### config.mk
export PLATFORM = sky130hd
export DESIGN_NAME = pdw_ctrl
export DESIGN_NICKNAME = d
export VERILOG_FILES = /design/src/rtl/pdw_pkg.sv /design/src/rtl/pdw_sync.sv /design/src/rtl/pdw_wake_det.sv /design/src/rtl/pdw_fsm.sv /design/src/rtl/pdw_ctrl.sv
export SDC_FILE = /design/constraint.sdc
export NUM_CORES = 1
export LEC_CHECK = 0
export BUFFER_PORTS_ARGS = -buffer_cell sky130_fd_sc_hd__buf_2
export CAP_MARGIN = 20
export CORE_AREA = 10 10 48 50
export CTS_BUF_LIST = sky130_fd_sc_hd__clkbuf_4 sky130_fd_sc_hd__clkbuf_8
export DETAILED_ROUTE_END_ITERATION = 8
export DIE_AREA = 0 0 58 60
export GPL_ROUTABILITY_DRIVEN = 0
export GPL_TIMING_DRIVEN = 1
export PLACE_DENSITY = 0.87
export SLEW_MARGIN = 10
export SYNTH_ARGS = -nofsm -noshare
export SYNTH_HDL_FRONTEND = slang
export SYNTH_SLANG_ARGS = --single-unit
### constraint.sdc
create_clock -name clk -period 2.8 [get_ports clk]
set_clock_uncertainty 0.2 [all_clocks]
set_input_delay 0.42 -clock clk [delete_from_list [all_inputs] [get_ports clk]]
set_output_delay 0.42 -clock clk [all_outputs]
set_load 0.05 [all_outputs]
### src/rtl/pdw_pkg.sv
package pdw_pkg;
  typedef enum logic [2:0] {
    ST_RUN,
    ST_ARMED,
    ST_SLEEP,
    ST_CHECK,
    ST_RESTART
  } pdw_state_e;
endpackage

### src/rtl/pdw_sync.sv
module pdw_sync #(
  parameter int   STAGES  = 2,
  parameter logic RST_VAL = 1'b0
) (
  input  logic clk,
  input  logic rst,
  input  logic d,
  output logic q
);
  logic [STAGES-1:0] chain;

  generate
    if (STAGES == 1) begin : g_single
      always_ff @(posedge clk) begin
        if (rst) chain <= RST_VAL;
        else     chain <= d;
      end
    end else begin : g_multi
      always_ff @(posedge clk) begin
        if (rst) chain <= {STAGES{RST_VAL}};
        else     chain <= {chain[STAGES-2:0], d};
      end
    end
  endgenerate

  assign q = chain[STAGES-1];
endmodule

### src/rtl/pdw_wake_det.sv
module pdw_wake_det #(
  parameter int SYNC_STAGES = 2
) (
  input  logic clk,
  input  logic rst,
  input  logic rx_i,
  input  logic stat_i,
  input  logic rdy_i,
  output logic wake_o
);
  logic rx_s, stat_s, rdy_s, stat_d;

  pdw_sync #(.STAGES(SYNC_STAGES), .RST_VAL(1'b1)) u_rx_sync (
    .clk(clk), .rst(rst), .d(rx_i), .q(rx_s));
  pdw_sync #(.STAGES(SYNC_STAGES), .RST_VAL(1'b0)) u_stat_sync (
    .clk(clk), .rst(rst), .d(stat_i), .q(stat_s));
  pdw_sync #(.STAGES(SYNC_STAGES), .RST_VAL(1'b0)) u_rdy_sync (
    .clk(clk), .rst(rst), .d(rdy_i), .q(rdy_s));

  always_ff @(posedge clk) begin
    if (rst) stat_d <= 1'b0;
    else     stat_d <= stat_s;
  end

  // low receive level, rising strobe, or high ready
  assign wake_o = !rx_s || (stat_s && !stat_d) || rdy_s;
endmodule

### src/rtl/pdw_fsm.sv
module pdw_fsm
  import pdw_pkg::*;
#(
  parameter int CHECK_CYC      = 4,
  parameter int IDLE_PULSE_CYC = 4
) (
  input  logic clk,
  input  logic rst,
  input  logic ctrl_wr_i,
  input  logic ctrl_pd_i,
  input  logic ctrl_end_i,
  input  logic bus_busy_i,
  input  logic wake_i,
  input  logic valid_edge_i,
  output logic clk_en_o,
  output logic pd_o,
  output logic idle_pin_o,
  output logic restart_o
);
  localparam int MAX_CYC = (CHECK_CYC > IDLE_PULSE_CYC) ? CHECK_CYC : IDLE_PULSE_CYC;
  localparam int CNT_W   = (MAX_CYC > 1) ? $clog2(MAX_CYC) : 1;
  localparam logic [CNT_W-1:0] CHK_LAST  = CNT_W'(CHECK_CYC - 1);
  localparam logic [CNT_W-1:0] IDLE_LAST = CNT_W'(IDLE_PULSE_CYC - 1);

  pdw_state_e       state, state_n;
  logic [CNT_W-1:0] cnt, cnt_n;
  logic             first_q;
  logic             accept;

  assign accept = ctrl_wr_i && ctrl_pd_i && (!bus_busy_i || first_q);

  always_comb begin
    state_n = state;
    cnt_n   = cnt;
    unique case (state)
      ST_RUN:   if (accept) state_n = ST_ARMED;
      ST_ARMED: begin
        if (wake_i) begin
          state_n = ST_CHECK;
          cnt_n   = '0;
        end else if (ctrl_end_i) begin
          state_n = ST_SLEEP;
        end
      end
      ST_SLEEP: begin
        if (wake_i) begin
          state_n = ST_CHECK;
          cnt_n   = '0;
        end
      end
      ST_CHECK: begin
        if (valid_edge_i) begin
          state_n = ST_RUN;
        end else if (cnt == CHK_LAST) begin
          state_n = ST_RESTART;
          cnt_n   = '0;
        end else begin
          cnt_n = cnt + 1'b1;
        end
      end
      ST_RESTART: begin
        if (cnt == IDLE_LAST) state_n = ST_RUN;
        else                  cnt_n   = cnt + 1'b1;
      end
      default: state_n = ST_RUN;
    endcase
  end

  always_ff @(posedge clk) begin
    if (rst) begin
      state      <= ST_RUN;
      cnt        <= '0;
      first_q    <= 1'b1;
      clk_en_o   <= 1'b1;
      pd_o       <= 1'b0;
      idle_pin_o <= 1'b0;
      restart_o  <= 1'b0;
    end else begin
      state      <= state_n;
      cnt        <= cnt_n;
      if (ctrl_wr_i) first_q <= 1'b0;
      clk_en_o   <= (state_n != ST_SLEEP);
      pd_o       <= (state_n == ST_ARMED) || (state_n == ST_SLEEP);
      idle_pin_o <= bus_busy_i || (state_n == ST_RESTART);
      restart_o  <= (state_n == ST_RESTART) && (state != ST_RESTART);
    end
  end

  AST_GATE_AT_END: assert property (@(posedge clk) disable iff (rst)
    $fell(clk_en_o) |-> $past(ctrl_end_i));
  AST_GATED_MEANS_PD: assert property (@(posedge clk) disable iff (rst)
    !clk_en_o |-> pd_o);
  AST_WAKE_OPENS: assert property (@(posedge clk) disable iff (rst)
    (state == ST_SLEEP && wake_i) |=> clk_en_o);
  AST_WAKE_CLEARS_PD: assert property (@(posedge clk) disable iff (rst)
    (state == ST_SLEEP && wake_i) |=> !pd_o);
  AST_VALID_NO_RESTART: assert property (@(posedge clk) disable iff (rst)
    (state == ST_CHECK && valid_edge_i) |=> !restart_o);
  AST_RESTART_SINGLE: assert property (@(posedge clk) disable iff (rst)
    restart_o |=> !restart_o);
  AST_RESTART_IDLE: assert property (@(posedge clk) disable iff (rst)
    restart_o |-> idle_pin_o);
endmodule

### src/rtl/pdw_ctrl.sv
module pdw_ctrl #(
  parameter int SYNC_STAGES    = 2,
  parameter int CHECK_CYC      = 4,
  parameter int IDLE_PULSE_CYC = 4
) (
  input  logic clk,
  input  logic rst,
  input  logic ctrl_wr_i,
  input  logic ctrl_pd_i,
  input  logic ctrl_end_i,
  input  logic bus_busy_i,
  input  logic rx_i,
  input  logic stat_i,
  input  logic rdy_i,
  input  logic valid_edge_i,
  output logic clk_en_o,
  output logic pd_o,
  output logic idle_pin_o,
  output logic restart_o
);
  logic wake;

  pdw_wake_det #(.SYNC_STAGES(SYNC_STAGES)) u_wake (
    .clk(clk), .rst(rst), .rx_i(rx_i), .stat_i(stat_i), .rdy_i(rdy_i),
    .wake_o(wake));

  pdw_fsm #(.CHECK_CYC(CHECK_CYC), .IDLE_PULSE_CYC(IDLE_PULSE_CYC)) u_fsm (
    .clk(clk), .rst(rst), .ctrl_wr_i(ctrl_wr_i), .ctrl_pd_i(ctrl_pd_i),
    .ctrl_end_i(ctrl_end_i), .bus_busy_i(bus_busy_i), .wake_i(wake),
    .valid_edge_i(valid_edge_i), .clk_en_o(clk_en_o), .pd_o(pd_o),
    .idle_pin_o(idle_pin_o), .restart_o(restart_o));
endmodule

==> results of run 1 <==
==> cells by family (layout without fill, tap and decap cells) <==
logic type                 count (synthesis)  in the layout
DFF                                       17             17
buffers and inverters                     10             24
AOI/OAI and AO/OA                         14             14
and+or+nand+nor                           32             32
adders and majority gates                  1              1
muxes                                      1              1
==> flip-flops by register name, indices dropped and copies added (netlist names) <==
| register | cells |
|---|---|
| u_fsm.first_q | 1 |
| u_fsm.idle_pin_o | 1 |
| u_fsm.pd_o | 1 |
| u_wake.u_stat_sync.chain | 2 |
| u_wake.u_rx_sync.chain | 2 |
| u_wake.u_rdy_sync.chain | 2 |
| u_wake.stat_d | 1 |
| u_fsm.cnt | 2 |
| u_fsm.state | 3 |
| u_fsm.restart_o | 1 |
| u_fsm.clk_en_o | 1 |
==> layer usage <==
metal | GRT usage | vias up
li1 | - | 283
met5 | 0 | -
met4 | 0.06040 | 0
met2 | 0.1580 | 14
met3 | 0.01483 | 5
met1 | 0.08185 | 263
==> area by class of cell <==
class | instances | area [um2] | area share
Clock buffer | 3 | 22.52 | 0.02731
Inverter | 7 | 26.28 | 0.03187
Tap cell | 16 | 20.02 | 0.02428
Multi-Input combinational cell | 48 | 345.3 | 0.4188
Timing Repair Buffer | 13 | 65.06 | 0.07891
Clock inverter | 1 | 5.005 | 0.006070
Sequential cell | 17 | 340.3 | 0.4127
==> power by group through the flow <==
stage / sequential [uW] / clock, uW / combinational, uW
6_report: 261 / 131 / 56.4
5_1_grt: 263 / 144 / 62.9
4_1_cts: 261 / 133 / 57.1
3_5_place_dp: 267 / 0 / 56.7
3_3_place_gp: 266 / 0 / 54.4
2_1_floorplan: 273 / 0 / 38.8
==> how the worst max path moves through the flow <==
stage                           to  cells past startpoint
finish                u_fsm.cnt[0]                      4
global route          u_fsm.cnt[0]                      4
CTS                   u_fsm.cnt[0]                      4
detailed placement  u_fsm.clk_en_o                      5
global placement    u_fsm.clk_en_o                      5
floorplan           u_fsm.clk_en_o                      4
==> through the flow <==
| step | power (uW) | setup WS [ns] | instances | instance area (um2) |
|---|---|---|---|---|
| after floorplan | 311.8 | 1.294 | 75 | 742.0 |
| after global placement | 320.7 | 1.170 | 101 | 797.0 |
| after detailed placement | 323.4 | 1.142 | 101 | 797.0 |
| after CTS | 451.3 | 1.133 | 105 | 824.5 |
| after global routing | 470.2 | 0.9405 | 105 | 824.5 |
| final | 449.1 | 1.113 | 105 | 824.5 |
==> critical path, cell delays in order (launching register included) <==
cell,delay [ns]
dfxtp_1,0.56
nor4bb_1,0.42
or2_1,0.23
o211ai_1,0.11
o41ai_1,0.08
==> placed cells by master, fill, tap and decap left out, drive strengths merged <==
master	count
o211ai	1
a2111oi	1
nor2	5
a221oi	1
nand3	1
o21ai	2
nor2b	7
o221a	1
nand2b	4
and2	3
buf	13
a211oi	2
nand3b	1
clkinv	1
or3b	1
nor4bb	1
dfxtp	17
nor3	1
inv	7
nand2	4
nor4b	1
clkbuf	3
ha	1
a21oi	2
mux4	1
a31oi	1
a21o	1
or2	3
o41ai	2
==> flow_metrics.tcl, run 1 <==
set metrics [dict create \
    outcome "finished clean" \
    syn_to_final_growth_pct 11.13 \
    hold_viol 0 \
    synthXorXnorAreaFrac 0 \
    antenna_found_initial 0 \
    fmax_mhz 592.9 \
    ys_warn_count 0 \
    fp.dieW_um 58 \
    end_kind "flip-flop" \
    clkSinkCount 17 \
    p_per_area_nw_per_um2 544.7 \
    cp.required_ns 2.80 \
    p_clk_frac 0.293 \
    placementRows 14 \
    slew_headroom 0.7523 \
    path_clk_slew_ns 0.10 \
    min_path_cells 2 \
    drtPass1Iterations 4 \
    reg2reg_to "u_fsm.cnt[0]" \
    tritoncts "yes" \
    topRoutingLayerUsed "met4" \
    cts-htree-levels 1 \
    worst_pin_slew_ns 0.3711 \
    drtIter0Drc 3 \
    async_reset_ff_frac 0 \
    path_max_fanout 11 \
    setup_tns_ns 0 \
    ys_seq_area_frac 0.4587 \
    cts_setup_buffers 0 \
    yosys.area_share.simple 0.2631 \
    cts_root_buf "clkbuf_4" \
    intPower_uw 330.3 \
    crit_type "reg2reg" \
    synth_edf_count 0 \
    critPathArrivalTime_ns 1.69 \
    post_cts_resized 0 \
    synth_nets 86 \
    ir_drop_uv 269.1 \
    synth_area_leaders "dfxtp_1 (46%), nor2b_1 (5.1%), inv_1 (3.5%), nand2b_1 (3.4%), mux4_2 (3.0%)" \
    wl_per_cell_um 13.30 \
    track_usage 0.08462 \
    insertion_delay_ns 0.29 \
    grt_pass1_vias 591 \
    p_sw_frac 0.2645 \
    yosysTopAreaCell "dfxtp_1" \
    antenna_cells 0 \
    synth_top_family_by_area "simple AND/OR/NAND/NOR gates" \
    wl_mm 1.397 \
    timing.rr.start "u_fsm.state[1]" \
    setup-violations-final 0 \
    hold_ws_ns 0.1131 \
    holdPathEnd "u_wake.u_rx_sync.chain[0]" \
    io_buffers 13 \
    hpwl_mm 1.072 \
    chipHeight_um 60 \
    ctsHoldBuffers 0 \
    ff2ff_setup_slack_ns 1.11 \
    cp-start-kind "flip-flop" \
    floorplan.initialDensity 0.5166 \
    finish.utilization 0.5740 \
    fin_crit_sh 0.6024 \
    vias_per_cell 5.381 \
    timing_max_transition_violations_final 0 \
    synth_top_cells_by_count "dfxtp_1 (17), inv_1 (7), nor2b_1 (6)" \
    synth.top_cell.area_share 0.4587 \
    muxShareOfSynthArea 0.03035 \
    syn_area_per_cell_um2 9.893 \
    p_comb_frac 0.126 \
    synth-compound-area-share 0.1551 \
    vias 565 \
    synth_flop_cell "dfxtp_1" \
    dr_wl_met3_um 67 \
    floorplan.io_pins 14 \
    fin_crit_ns 1.687 \
    overflow 0 \
    synthCells 75 \
    synth-seq-cells 17 \
    synth.most_common_cell "dfxtp_1" \
    hold_path_class "in2reg" \
    fin_nets 101 \
    ctsLongestPathBuffers 2 \
    grt_pass1_wl_mm 2.339 \
    power.leakage_uw 0.0003507 \
    startpoint "u_fsm.state[1]" \
    synth_cell_types 34 \
    layout-drive-gt1-share 0.2809 \
    fillers 136 \
    m1WireLength_um 613 \
    synthAdderAreaFrac 0.01686 \
    seqPwrFrac 0.582 \
    synth_area_um2 742.0 \
    min_from "rx_i" \
    die-area_um2 3480 \
    core_um2 1436 \
    switchingPower_uw 118.8 \
    ant_nets 0 \
    drc 0 \
    wl_met2_um 679 \
    r2r_cells 4 \
    numCtsBuffers 3 \
    grt_max_degree 17 \
    rsz0062_at_grt "false" \
    drv_cap 0 \
]
Note: power is estimated with default switching activity, not from simulation.
==> inputs of run 2 (changes only) <==
--- a/config.mk
+++ b/config.mk
@@ -5,15 +5,16 @@
 export SDC_FILE = /design/constraint.sdc
 export NUM_CORES = 1
 export LEC_CHECK = 0
+export ABC_AREA = 1
 export BUFFER_PORTS_ARGS = -buffer_cell sky130_fd_sc_hd__buf_2
 export CAP_MARGIN = 20
-export CORE_AREA = 10 10 48 50
+export CORE_AREA = 10 10 49 51
 export CTS_BUF_LIST = sky130_fd_sc_hd__clkbuf_4 sky130_fd_sc_hd__clkbuf_8
 export DETAILED_ROUTE_END_ITERATION = 8
-export DIE_AREA = 0 0 58 60
+export DIE_AREA = 0 0 59 61
 export GPL_ROUTABILITY_DRIVEN = 0
 export GPL_TIMING_DRIVEN = 1
-export PLACE_DENSITY = 0.87
+export PLACE_DENSITY = 0.85
 export SLEW_MARGIN = 10
 export SYNTH_ARGS = -nofsm -noshare
 export SYNTH_HDL_FRONTEND = slang
==> constraint.sdc (replaced) <==
create_clock -name clk -period 1.7 [get_ports clk]
set_clock_uncertainty 0.2 [all_clocks]
set_input_delay 0.255 -clock clk [delete_from_list [all_inputs] [get_ports clk]]
set_output_delay 0.255 -clock clk [all_outputs]
set_load 0.05 [all_outputs]
==> run 2 against run 1 <==
Net effect:
- maximum frequency up 17%
- critical path type unchanged
- count of clock-buffer cells in the layout up 1
- highest routed layer unchanged
- hold slack worse by 0.031 ns
- register-to-register slack worse by 0.86 ns
- die area up 3.4%
- cell count up 34%
- combinational power rose to 3.2 times the previous value
- critical endpoint is now u_fsm.pd_o
- final area up 11%
==> flow_metrics.tcl, run 2 <==
set metrics [dict create \
    switchingPower_uw 247.1 \
    ir_drop_uv 627.3 \
    setup_tns_ns 0 \
    seqPwrFrac 0.523 \
    async_reset_ff_frac 0 \
    overflow 0 \
    cp.required_ns 1.73 \
    final_cell_count_no_fill 141 \
    synth-seq-cells 17 \
    synth_top_cells_by_count "inv_1 (18), dfxtp_1 (17), nand2_1 (15), nor2_1 (14), nand3_1 (12)" \
    fin_nets 137 \
    post_cts_resized 0 \
    floorplan.initialDensity 0.5145 \
    hold_viol 0 \
    synthCells 104 \
    syn_area_per_cell_um2 7.279 \
    ys_seq_area_frac 0.4496 \
    vias_per_cell 4.858 \
    fp.dieW_um 59 \
    vias 685 \
    critPathArrivalTime_ns 1.47 \
    timing_max_transition_violations_final 0 \
    grt_max_degree 13 \
    intPower_uw 597.9 \
    grt_pass1_wl_mm 2.497 \
    ant_nets 0 \
    fmax_mhz 691.7 \
    floorplan.io_pins 14 \
    drc 0 \
    hpwl_mm 1.170 \
    die-area_um2 3599 \
    core_um2 1471 \
    end_kind "flip-flop" \
    synth_area_um2 757.0 \
    fin_crit_sh 0.8505 \
    min_from "rst" \
    synth_edf_count 0 \
    placementRows 14 \
    setup-violations-final 0 \
    cts_root_buf "clkbuf_4" \
    slew_headroom 0.8221 \
    hold_ws_ns 0.08215 \
    drtPass1Iterations 4 \
    place_ws_ns 0.2789 \
    fillers 144 \
    synth_flop_cell "dfxtp_1" \
    drv_cap 0 \
    layout_common_cells "inv_1 (18), dfxtp_1 (17), nand2_1 (15), nor2_1 (14), buf_2 (13)" \
    p_comb_frac 0.211 \
    hold_path_class "in2reg" \
    layout-drive-gt1-share 0.2560 \
    p_clk_frac 0.266 \
    track_usage 0.08749 \
    path_max_fanout 4 \
    synth_area_leaders "dfxtp_1 (45%), inv_1 (8.9%), nand3_1 (7.9%), nand2_1 (7.4%), nor2_1 (6.9%)" \
    power.leakage_uw 0.0004773 \
    ctsHoldBuffers 5 \
    grt_pass1_vias 623 \
    tritoncts "yes" \
    fin_ws_ns 0.2542 \
    startpoint "u_fsm.cnt[0]" \
    p_sw_frac 0.2924 \
    p_per_area_nw_per_um2 920.1 \
    fin_crit_ns 1.446 \
    yosysTopAreaCell "dfxtp_1" \
    cts-htree-levels 1 \
    outcome "finished clean" \
    syn_to_final_growth_pct 21.32 \
    cp-start-kind "flip-flop" \
    numCtsBuffers 3 \
    crit_type "reg2reg" \
    worst_pin_slew_ns 0.2664 \
    rsz0062_at_grt "false" \
    layout_commonest_cell "inv_1" \
    antenna_cells 0 \
    regMostFlops "u_fsm.state" \
    cts_setup_buffers 0 \
    synth.most_common_cell "inv_1" \
    path_clk_slew_ns 0.10 \
    wl_per_cell_um 10.85 \
    wl_mm 1.530 \
    drtIter0Drc 8 \
    timing.rr.start "u_fsm.cnt[0]" \
    antenna_found_initial 0 \
    synth_nets 115 \
    io_buffers 13 \
    clkSinkCount 17 \
    dpl.cell_count 132 \
    chipHeight_um 61 \
    synth_cell_types 19 \
    largest_register_ffs 3 \
    ctsLongestPathBuffers 2 \
    ys_warn_count 0 \
    insertion_delay_ns 0.29 \
    synth.top_cell.area_share 0.4496 \
]
[run 2: changes by cell type after synthesis, moves of 3 or more]
| cell | previous run | this run |
|---|---|---|
| nand3_1 | 1 | 12 |
| and2_1 | 3 | 0 |
| nand2b_1 | 4 | 0 |
| nand2_1 | 4 | 15 |
| inv_1 | 7 | 18 |
| nor2b_1 | 6 | 0 |
| nand2_2 | 0 | 4 |
| nor2_1 | 4 | 14 |
[run 2: path summary, 6_finish.rpt]
kind	end	slack, ns	cells past startpoint
worst min register to register	u_wake.u_rdy_sync.chain[1]	0.21	2
worst min-delay path	u_wake.u_rdy_sync.chain[1]	0.08	2
worst max-delay path	u_fsm.pd_o	0.25	7
worst max register to register	u_fsm.pd_o	0.25	7
[run 2: cell type report]
class                           count  area [um2]  share of cell area
Multi-Input combinational cell     66       337.8              0.3678
Inverter                           20       75.07             0.08174
Tap cell                           16       20.02             0.02180
Timing Repair Buffer               18       115.1              0.1253
Sequential cell                    17       340.3              0.3706
Clock buffer                        4       30.03             0.03270
[run 2: metal layers]
metal  routed length, um  share of wire  track usage
met1                 668           0.44      0.09693
met2                 701           0.46       0.1396
met3                 115          0.075      0.02923
met4                  44          0.029      0.05902
met5                   0              0            0
[run 2: power by group through the flow]
stage | Sequential, uW | Combinational [uW] | Clock, uW
after floorplan | 472 | 106 | 0
after global placement | 450 | 163 | 0
after detailed placement | 451 | 168 | 0
after CTS | 442 | 178 | 233
after global routing | 445 | 200 | 241
final | 442 | 178 | 225
[run 2: metrics by stage]
step | power, uW | util | area [um2]
after detailed placement | 619.8 | 0.5697 | 838.3
final | 845.0 | 0.6242 | 918.4
after global routing | 886.4 | 0.6242 | 918.4
after global placement | 612.3 | 0.5697 | 838.3
after floorplan | 577.8 | - | 757.0
after CTS | 852.8 | 0.6242 | 918.4
[run 2: logic make-up after synthesis]
kind of cell,share of synthesized area
AOI/OAI and AO/OA,0.07106
adders and majority gates,0.01653
buffers and inverters,0.1041
DFF,0.4496
and+or+nand+nor,0.3587
[run 2: worst max-delay path, cell delays in order, from the launching register on]
cell,delay (ns)
dfxtp_1,0.36
ha_1,0.22
nor2_1,0.08
o21ai_1,0.22
nand2_1,0.08
nor2_1,0.09
nand3_1,0.07
nand2_1,0.07
